## config.mk

```make
export PLATFORM = sky130hd
export DESIGN_NAME = vec_absadd
export DESIGN_NICKNAME = d
export VERILOG_FILES = /design/src/rtl/vec_absadd_pkg.sv /design/src/rtl/vec_absadd_dec.sv /design/src/rtl/vec_absadd_lane.sv /design/src/rtl/vec_absadd_slice.sv /design/src/rtl/vec_absadd.sv
export SDC_FILE = /design/constraint.sdc
export NUM_CORES = 2
export LEC_CHECK = 0
export BUFFER_PORTS_ARGS = -buffer_cell sky130_fd_sc_hd__buf_2
export CORE_MARGIN = 4
export CORE_UTILIZATION = 30
export DETAILED_ROUTE_END_ITERATION = 16
export SYNTH_ARGS = -nofsm -noshare
export SYNTH_HDL_FRONTEND = slang
export SYNTH_SLANG_ARGS = --single-unit
```

## constraint.sdc

```tcl
create_clock -name clk_i -period 5 [get_ports clk_i]
set_input_delay 1 -clock clk_i [delete_from_list [all_inputs] [get_ports clk_i]]
set_output_delay 1 -clock clk_i [all_outputs]
set_load 0.01 [all_outputs]
```

## src/rtl/vec_absadd_pkg.sv

```systemverilog
package vec_absadd_pkg;
  localparam int VLEN    = 128;
  localparam int ILEN    = 32;
  localparam int RIDX_W  = 5;
  localparam int NUM_SZ  = 4;
  localparam int OPC_LSB = 17;
  localparam int OPC_W   = ILEN - OPC_LSB;
  localparam logic [OPC_W-1:0] OPC_ABSADD = 15'b011100000101110;
  localparam int SZ_LSB  = 15;

  typedef enum logic [1:0] {
    SZ_B8  = 2'd0,
    SZ_H16 = 2'd1,
    SZ_W32 = 2'd2,
    SZ_D64 = 2'd3
  } lane_sz_e;
endpackage

```

## src/rtl/vec_absadd_dec.sv

```systemverilog
module vec_absadd_dec
  import vec_absadd_pkg::*;
(
  input  logic [ILEN-1:0]   instr_i,
  output logic              match_o,
  output lane_sz_e          size_o,
  output logic [NUM_SZ-1:0] sel_o,
  output logic [RIDX_W-1:0] dest_o
);
  assign match_o = (instr_i[ILEN-1:OPC_LSB] == OPC_ABSADD);
  assign size_o  = lane_sz_e'(instr_i[SZ_LSB+1:SZ_LSB]);
  assign dest_o  = instr_i[RIDX_W-1:0];

  always_comb begin
    sel_o = '0;
    if (match_o) sel_o[size_o] = 1'b1;
  end

  always_comb begin
    AST_SEL_ONEHOT0: assert ($onehot0(sel_o));
    if (match_o) begin
      AST_SEL_ONE_ON_MATCH: assert ($countones(sel_o) == 1);
    end
  end
endmodule

```

## src/rtl/vec_absadd_lane.sv

```systemverilog
module vec_absadd_lane #(
  parameter int W = 8
) (
  input  logic [W-1:0] a_i,
  input  logic [W-1:0] b_i,
  output logic [W-1:0] sum_o
);
  logic [W-1:0] mag_a, mag_b;

  // negation of the minimum value wraps to itself
  assign mag_a = a_i[W-1] ? (~a_i + W'(1)) : a_i;
  assign mag_b = b_i[W-1] ? (~b_i + W'(1)) : b_i;
  assign sum_o = mag_a + mag_b;

  always_comb begin
    if (a_i == '0 && b_i == '0) begin
      AST_ZERO_IN_ZERO_OUT: assert (sum_o == '0);
    end
  end
endmodule

```

## src/rtl/vec_absadd_slice.sv

```systemverilog
module vec_absadd_slice #(
  parameter int W    = 8,
  parameter int VLEN = 128
) (
  input  logic [VLEN-1:0] a_i,
  input  logic [VLEN-1:0] b_i,
  output logic [VLEN-1:0] res_o
);
  localparam int NLANE = VLEN / W;

  for (genvar l = 0; l < NLANE; l++) begin : g_lane
    vec_absadd_lane #(.W(W)) u_lane (
      .a_i  (a_i[l*W +: W]),
      .b_i  (b_i[l*W +: W]),
      .sum_o(res_o[l*W +: W])
    );
  end
endmodule

```

## src/rtl/vec_absadd.sv

```systemverilog
module vec_absadd
  import vec_absadd_pkg::*;
(
  input  logic              clk_i,
  input  logic              rst_ni,
  input  logic              valid_i,
  input  logic [31:0]       instr_i,
  input  logic [127:0]      src_a_i,
  input  logic [127:0]      src_b_i,
  output logic              match_o,
  output logic              valid_o,
  output logic [4:0]        dest_o,
  output logic [127:0]      result_o
);
  lane_sz_e          size;
  logic [NUM_SZ-1:0] sel;
  logic [RIDX_W-1:0] dest_d;
  logic [VLEN-1:0]   res_by_sz [NUM_SZ];
  logic [VLEN-1:0]   res_d;
  logic              accept;

  vec_absadd_dec u_dec (
    .instr_i(instr_i),
    .match_o(match_o),
    .size_o (size),
    .sel_o  (sel),
    .dest_o (dest_d)
  );

  for (genvar g = 0; g < NUM_SZ; g++) begin : g_width
    localparam int W = 8 << g;
    vec_absadd_slice #(.W(W), .VLEN(VLEN)) u_slice (
      .a_i  (src_a_i),
      .b_i  (src_b_i),
      .res_o(res_by_sz[g])
    );
  end

  always_comb begin
    res_d = '0;
    for (int s = 0; s < NUM_SZ; s++) begin
      if (sel[s]) res_d = res_by_sz[s];
    end
  end

  assign accept = valid_i & match_o;

  logic              valid_q;
  logic [RIDX_W-1:0] dest_q;
  logic [VLEN-1:0]   result_q;

  always_ff @(posedge clk_i or negedge rst_ni) begin
    if (!rst_ni) begin
      valid_q  <= 1'b0;
      dest_q   <= '0;
      result_q <= '0;
    end else begin
      valid_q <= accept;
      if (accept) begin
        dest_q   <= dest_d;
        result_q <= res_d;
      end
    end
  end

  assign valid_o  = valid_q;
  assign dest_o   = dest_q;
  assign result_o = result_q;

  AST_VALID_FROM_ACCEPT: assert property (@(posedge clk_i) disable iff (!rst_ni)
    valid_o |-> $past(valid_i && match_o));
  AST_MISS_NO_VALID: assert property (@(posedge clk_i) disable iff (!rst_ni)
    (valid_i && !match_o) |=> !valid_o);
  AST_MISS_HOLDS: assert property (@(posedge clk_i) disable iff (!rst_ni)
    !(valid_i && match_o) |=> ($stable(result_o) && $stable(dest_o)));
  AST_DEST_FIELD: assert property (@(posedge clk_i) disable iff (!rst_ni)
    (valid_i && match_o) |=> (dest_o == $past(instr_i[4:0])));
  AST_ZERO_OPERANDS: assert property (@(posedge clk_i) disable iff (!rst_ni)
    (valid_i && match_o && src_a_i == '0 && src_b_i == '0) |=> (result_o == '0));
endmodule

```

After elaboration in Yosys (flattened, before gate mapping)
Index checks and enable logic that the tools add are counted.

storage, ports and cells
  register bits = 134
  output and inout bits = 135

operators by class
  $add $sub $neg = 90
  order comparisons = 2
  eq/ne operators = 1
  multiplexer cells = 67
  bitwise gates (word level) = 61
  reduce and logical (&&, ||, !) cells = 1

operators with widths
  cell                                                   count
  2-to-1 mux 128 bit                                     4
  adder 16 x 1 -> 16 bit, second input constant          16
  adder 32 x 1 -> 32 bit, second input constant          8
  adder 64 x 1 -> 64 bit, second input constant          4
  adder 8 x 1 -> 8 bit, second input constant            32
  2-to-1 mux 16 bit                                      16
  2-to-1 mux 32 bit                                      8
  2-to-1 mux 64 bit                                      4
  2-to-1 mux 8 bit                                       32
  inverter 16 bit                                        16
  inverter 32 bit                                        8
  inverter 64 bit                                        4
  inverter 8 bit                                         32
  adder 16 bit                                           8
  adder 32 bit                                           4
  adder 64 bit                                           2
  adder 8 bit                                            16
  equality test 15 x 14 -> 1 bit, second input constant  1
  2-to-1 mux 4 bit                                       1
  < comparator 2 x 3 -> 1 bit, second input constant     1
  demux 1 bit (select 2 bit)                             1
  >= comparator 2 x 1 -> 1 bit, second input constant    1
  AND 1 bit                                              1
  logical AND 1 bit                                      1
  2-to-1 mux 1 bit                                       1

Logic depth before layout (Yosys ltp)
  word-level depth = 9
  gate-level depth with buffers = 26

Modules after synthesis
Synthesis repeated with hierarchy kept, for this count alone.

second synthesis, totals
  cell total of the unflattened synthesis = 6925
  area, all modules = 51146.6 um^2

modules (own cells, without submodules)
  module                                                      instances  cells an instance  area an instance (um^2)  sequential area each (um^2)
  vec_absadd_lane at g_width[2].u_slice.g_lane[0].u_lane ...  4          397                2835.2                   0.0
  vec_absadd_lane at g_width[0].u_slice.g_lane[0].u_lane ...  16         78                 558.0                    0.0
  vec_absadd                                                  1          760                7668.6                   3353.2
  vec_absadd_lane at g_width[1].u_slice.g_lane[0].u_lane ...  6          178                1277.5                   0.0
  vec_absadd_lane at g_width[3].u_slice.g_lane[0].u_lane      1          964                6467.5                   0.0
  vec_absadd_lane at g_width[3].u_slice.g_lane[1].u_lane      1          916                6248.5                   0.0
  vec_absadd_lane at g_width[1].u_slice.g_lane[3].u_lane      1          187                1340.0                   0.0
  vec_absadd_lane at g_width[1].u_slice.g_lane[4].u_lane      1          176                1332.5                   0.0
  vec_absadd_dec                                              1          18                 155.1                    0.0

Worst setup path after synthesis
No wires, ideal clock.

  kind = input port to flip-flop
  from = input port src_a_i[16]
  to = register result_q[58] (netlist: result_o[58])
  library setup time = 129 ps
  arrival time = 6388 ps
  data required time = 4871 ps
  slack = -1518 ps
  stages = 24
  path buffers = 3
  cells stage by stage = clkbuf_1 inv_1 ha_1 inv_1 or3_1 or3_1 or3_1 or2_2 or2_2 clkbuf_1 or4_4 o21ai_0 xnor2_1 ha_1 clkbuf_1 a21o_1 a2111oi_0 o21ai_0 a2111oi_0 o31ai_1 o21ai_1 o21ai_0 mux2i_1 o21ai_0

between the ends
  cells in the longest elaborated chain, start to end = 5

RTL lines
  what                    line                   RTL
  start: declaration      vec_absadd.sv:8        input logic [127:0] src_a_i,
  inverter 64 bit         vec_absadd_lane.sv:11  assign mag_a = a_i[W-1] ? (~a_i + W'(1)) : a_i;
  adder 64 x 1 -> 64 bit  vec_absadd_lane.sv:11
  2-to-1 mux 64 bit (*)   vec_absadd_lane.sv:11
  adder 64 bit (*)        vec_absadd_lane.sv:13  assign sum_o = mag_a + mag_b;
  2-to-1 mux 128 bit (*)  vec_absadd.sv:42       if (sel[s]) res_d = res_by_sz[s];
  end signal: assignment  vec_absadd.sv:61       result_q <= res_d;
  end: declaration        vec_absadd.sv:50       logic [VLEN-1:0] result_q;

Mark *: on every way between the ends. The rest lies on a longest branch, timed or not.
A chain may end at the register's enable or synchronous reset.

Worst setup path after layout
  from = input port src_b_i[1]
  to = register result_q[63] (netlist: result_o[63])

between the ends
  cells in the longest elaborated chain, start to end = 5

RTL lines
  what                    line                   RTL
  start: declaration      vec_absadd.sv:9        input logic [127:0] src_b_i,
  inverter 64 bit         vec_absadd_lane.sv:12  assign mag_b = b_i[W-1] ? (~b_i + W'(1)) : b_i;
  adder 64 x 1 -> 64 bit  vec_absadd_lane.sv:12
  2-to-1 mux 64 bit (*)   vec_absadd_lane.sv:12
  adder 64 bit (*)        vec_absadd_lane.sv:13
  2-to-1 mux 128 bit (*)  vec_absadd.sv:42

Marks and branches as above.

==> results by stage <==
Outcome:
- The run finished, with violations left.
- The final reports fail on negative setup slack.

Yosys:
- In the synthesized netlist the async set-or-reset flop fraction comes to 100.0%.
- The most frequently used flop master after synthesis is dfrtp_1.
- Yosys attributes the largest share of cell area to xnor2_1, ha_1, nand2_1, dfrtp_1, a21oi_1.
- The largest family of logic cells by synthesized area is compound AO/OA/AOI/OAI gates.
- The share of the Yosys chip area taken by registers is 7.212%.
- The synthesized netlist devotes 22.43% of its cell area to XOR and XNOR gates.
- The average cell area after synthesis is 6.856 um2.
- The dominant cell by count in the synthesized netlist is xnor2_1.
- Summing the areas of all and, or, nand and nor instances in the mapped netlist gives 23.03% of the synthesized area.
- In this run the biggest area consumer among cell types represents 18.52% of the synthesized area.
- Summing the areas of all fa, ha and maj instances in the mapped netlist gives 15.50% of the synthesized area.
- The commonest cells after synthesis are xnor2_1, nand2_1, ha_1, a21oi_1, o21ai_0.
- In this run, synthesis inferred 0 flip-flops with an integrated enable.
- The synthesis-stage register bit count is 134.
- The fraction of synthesized area in multiplexers is 0.9445%.
- After technology mapping, the gate count stands at 6,782.
- Summed over all instances, the cell type with the most area after synthesis is xnor2_1.
- Yosys printed 0 warnings.
- Synthesis produced a netlist with a net count of 7,631.
- The netlist area before placement is 46,500 um2.
- The number of different library cells in the post-synthesis netlist is 93.
- Summing the areas of all compound-gate instances in the mapped netlist gives 24.95% of the synthesized area.

Timing:
- The worst-case setup margin in the final layout is -0.6638 ns.
- Based on the critical path, the design can be clocked at up to 176.6 MHz.
- The tightest hold path in the finished design has a slack of 0.4548 ns.
- Setup violations remaining at the end of the flow were counted as 86.
- The accumulated negative setup slack is -26.63 ns.
- The post-route fraction of the period consumed by the critical path is 113.3%.
- The routed design could run at a clock period as short as 5.664 ns.
- Setup repair after global routing could not meet its margin everywhere.
- The number of hold-slack violations in the final timing report came to 0.
- The count of final max-slew check failures is 0.
- The transition time at the pin with the least slew margin is 0.9484 ns.
- Clock skew on the completed layout was measured at 0 ns.
- The worst max-slew margin expressed relative to the limit is 36.77%.

Floorplanning:
- The die covers 161,400 um2.
- The number of top-level pins is 426.
- After floorplanning, the core was divided into 144 placement rows.
- In this run the vertical extent of the chip is 401.7 um.
- The die extent in x is 401.7 um.
- The effective utilization at floorplan is 30.18%.
- The region available for standard cell placement spans 154,000 um2.

Routing:
- The number of vias after detailed routing is 57,260.
- The count of nets left with antenna violations once routing finished came out at 0.
- Using the TritonRoute via totals, the vias-per-cell ratio works out to 5.445.
- The number of remaining DRC errors is 0.
- The average routed wire per standard cell is 22.27 um.
- The final routed wirelength across all metal layers is 234,200 um.
- The pre-antenna-repair detailed-routing pass consisted of 6 iterations.
- For this block, the initial DRC count from the detailed router was 5,018.

Place:
- Timing analysis after detailed placement gives a worst setup slack of -1.426 ns.
- Detailed placement ended at an HPWL of 192,200 um.
- The placer congestion estimate is 1.013.
- Port buffering added 415 buffers.

Finish:
- The post-route netlist has 32.87% of its cells at a drive strength greater than 1.
- Once layout is complete, the utilization of the core stands at 43.48%.
- The net count of the finished layout is 9,296.
- The layout-stage area growth over the synthesis result is 44.06%.

Global route:
- The aggregate global-route resource usage is 27.61%.
- The via count of the first global-routing pass is 56,390.
- The maximum number of pins on one net before global-route repair is 74.
- met2 is the most crowded layer.
- In the global route stage, met3 resource usage came out at 5.104%.
- For met1 alone, demand over resource in global routing was 36.39%.
- The met2 track demand over resource is 44.52%.
- The number of antenna violations at the first check in global routing came to 20.
- The wire length of the first global-routing pass is 345,500 um.
- The global route total overflow is 0.

Clock tree:
- After clock tree synthesis, the clock-pin slew on the worst setup and hold paths is 0.08 ns.
- The clock tree root buffer cell is clkbuf_16.
- The clock passes through at most 2 buffers.
- The clock net sink count is 134.
- The H-tree generated during clock tree synthesis spans 4 levels.
- The number of buffers inserted during clock tree synthesis is 17.
- The clock tree from TritonCTS is done.
- The insertion delay of the later-clocked pin in the worst-skew pair is 0.54 ns.

Critical path:
- The data arrival at the endpoint of the critical path is 6.08 ns.
- The type of origin of the critical path is a primary input.
- The largest fanout on the critical path is 8.
- The kind of end point of the critical path is a register.
- By startpoint and endpoint, the worst setup path is classified as primary input to register.
- Data on the critical path is required at its endpoint by 5.41 ns.

Hold path:
- In this run the worst hold path is classified as primary input to async pin.

Power:
- VDD sags by at most 335.8 uV.
- The ratio of total power to cell area is 206.8 nW/um2.
- In this run the static leakage power is 31.05 nW.

Run:
- The count of max-cap constraint violations is 0.
-- power by group --
group          internal, W  switching (W)
clock             0.000665       0.000764
sequential         0.00108     0.00000115
combinational      0.00532        0.00601
total              0.00707        0.00678
-- path summary, 6_finish.rpt --
check | cells after the start | slack (ns) | end | from
min in group clk_i | 2 | 0.47 | result_o[72]$_DFFE_PN0P_ | result_o[72]$_DFFE_PN0P_
hold / removal | 1 | 0.45 | result_o[70]$_DFFE_PN0P_ | rst_ni
setup reg to reg | 4 | 3.73 | result_o[30]$_DFFE_PN0P_ | result_o[30]$_DFFE_PN0P_
max in group asynchronous | 2 | 3.57 | result_o[39]$_DFFE_PN0P_ | rst_ni
setup / recovery | 24 | -0.66 | result_o[63]$_DFFE_PN0P_ | src_b_i[1]
hold reg to reg | 2 | 0.47 | result_o[72]$_DFFE_PN0P_ | result_o[72]$_DFFE_PN0P_
-- stage by stage --
stage               instance area, um2  instances  power (W)
floorplan                        47560       6782   0.007289
global placement                 62300      10350    0.01115
detailed placement               62300      10350    0.01123
CTS                              65340      10450    0.01335
global route                     66960      10510    0.01479
finish                           66980      10520    0.01385
-- registers in the layout (all words and copies together) (netlist names) --
name / count
result_o: 128
valid_o: 1
dest_o: 5
-- metal layers --
metal	wire, um	up-vias
li1	-	27140
met1	101000	27360
met2	104800	2320
met3	18460	447
met4	9936	6
met5	41	-
-- worst max-delay path, stage by stage --
cell	delay, ns
buf_6	0.09
or4_4	0.55
nor4_4	0.21
buf_4	0.18
nand2_4	0.06
or3_4	0.46
or3_4	0.42
or4_4	0.47
o21ai_2	0.17
xnor2_1	0.14
ha_1	0.29
buf_4	0.15
buf_6	0.11
a21o_1	0.18
a21oi_2	0.19
or2_4	0.16
a21oi_2	0.05
a211oi_2	0.27
o41ai_4	0.12
buf_4	0.18
a31oi_4	0.19
xnor2_2	0.09
a221oi_2	0.23
a31oi_1	0.11
-- cell type report --
type / instances / area (um2)
clock buffer: 17 / 425.4
timing repair buffer: 2123 / 15420
tap: 2044 / 2557
clock inverter: 15 / 150.1
antenna: 13 / 32.53
inverter: 252 / 958.4
sequential: 134 / 3353
fill: 15740 / 87070
multi-input combinational: 5919 / 44090
-- kinds of logic (layout without fill, tap and decap cells) --
kind of cell / after synthesis / after routing
AND/OR/NAND/NOR: 2301 / 2301
buffers and inverters: 729 / 2407
flip-flops: 134 / 134
multiplexers: 30 / 30
XOR/XNOR: 1191 / 1191
AO/OA/AOI/OAI: 1839 / 1839
other: 0 / 13
adder cells (fa/ha/maj): 558 / 558
-- cell usage in the layout, fill, tap and decap left out, types with 40 or more instances in the layout --
cell      netlist  routed
o31ai_1        67      54
a21o_1        183     183
inv_1         249     238
buf_2           5     404
nor2_1        459     433
xnor2_1       983     939
dfrtp_1       134     134
xor2_1        208     193
o21ai_2         1      50
a21oi_1       517     419
a221oi_1       72      46
xnor2_2         0      40
o21ai_0       487     373
or3_1         141     109
a21oi_2         0      91
nand2_1       976     942
nand4_1        71      71
o21bai_1       83      80
buf_6           2      72
ha_1          528     498
nand2b_1      138     133
a31oi_1        59      46
nand3_1       107      91
buf_4           0    1628
o21ai_1         3      56
nor2b_1        51      51
o21a_1         55      55
nor3_1        135     116
-- timing repair --
item	CTS	global route
gates resized for setup	423	238
setup buffers	73	61
endpoints found under the hold margin	0	0
pin swaps	230	236
setup endpoints to repair	87	90
hold buffers	0	0
Note: power is estimated with default switching activity, not from simulation.
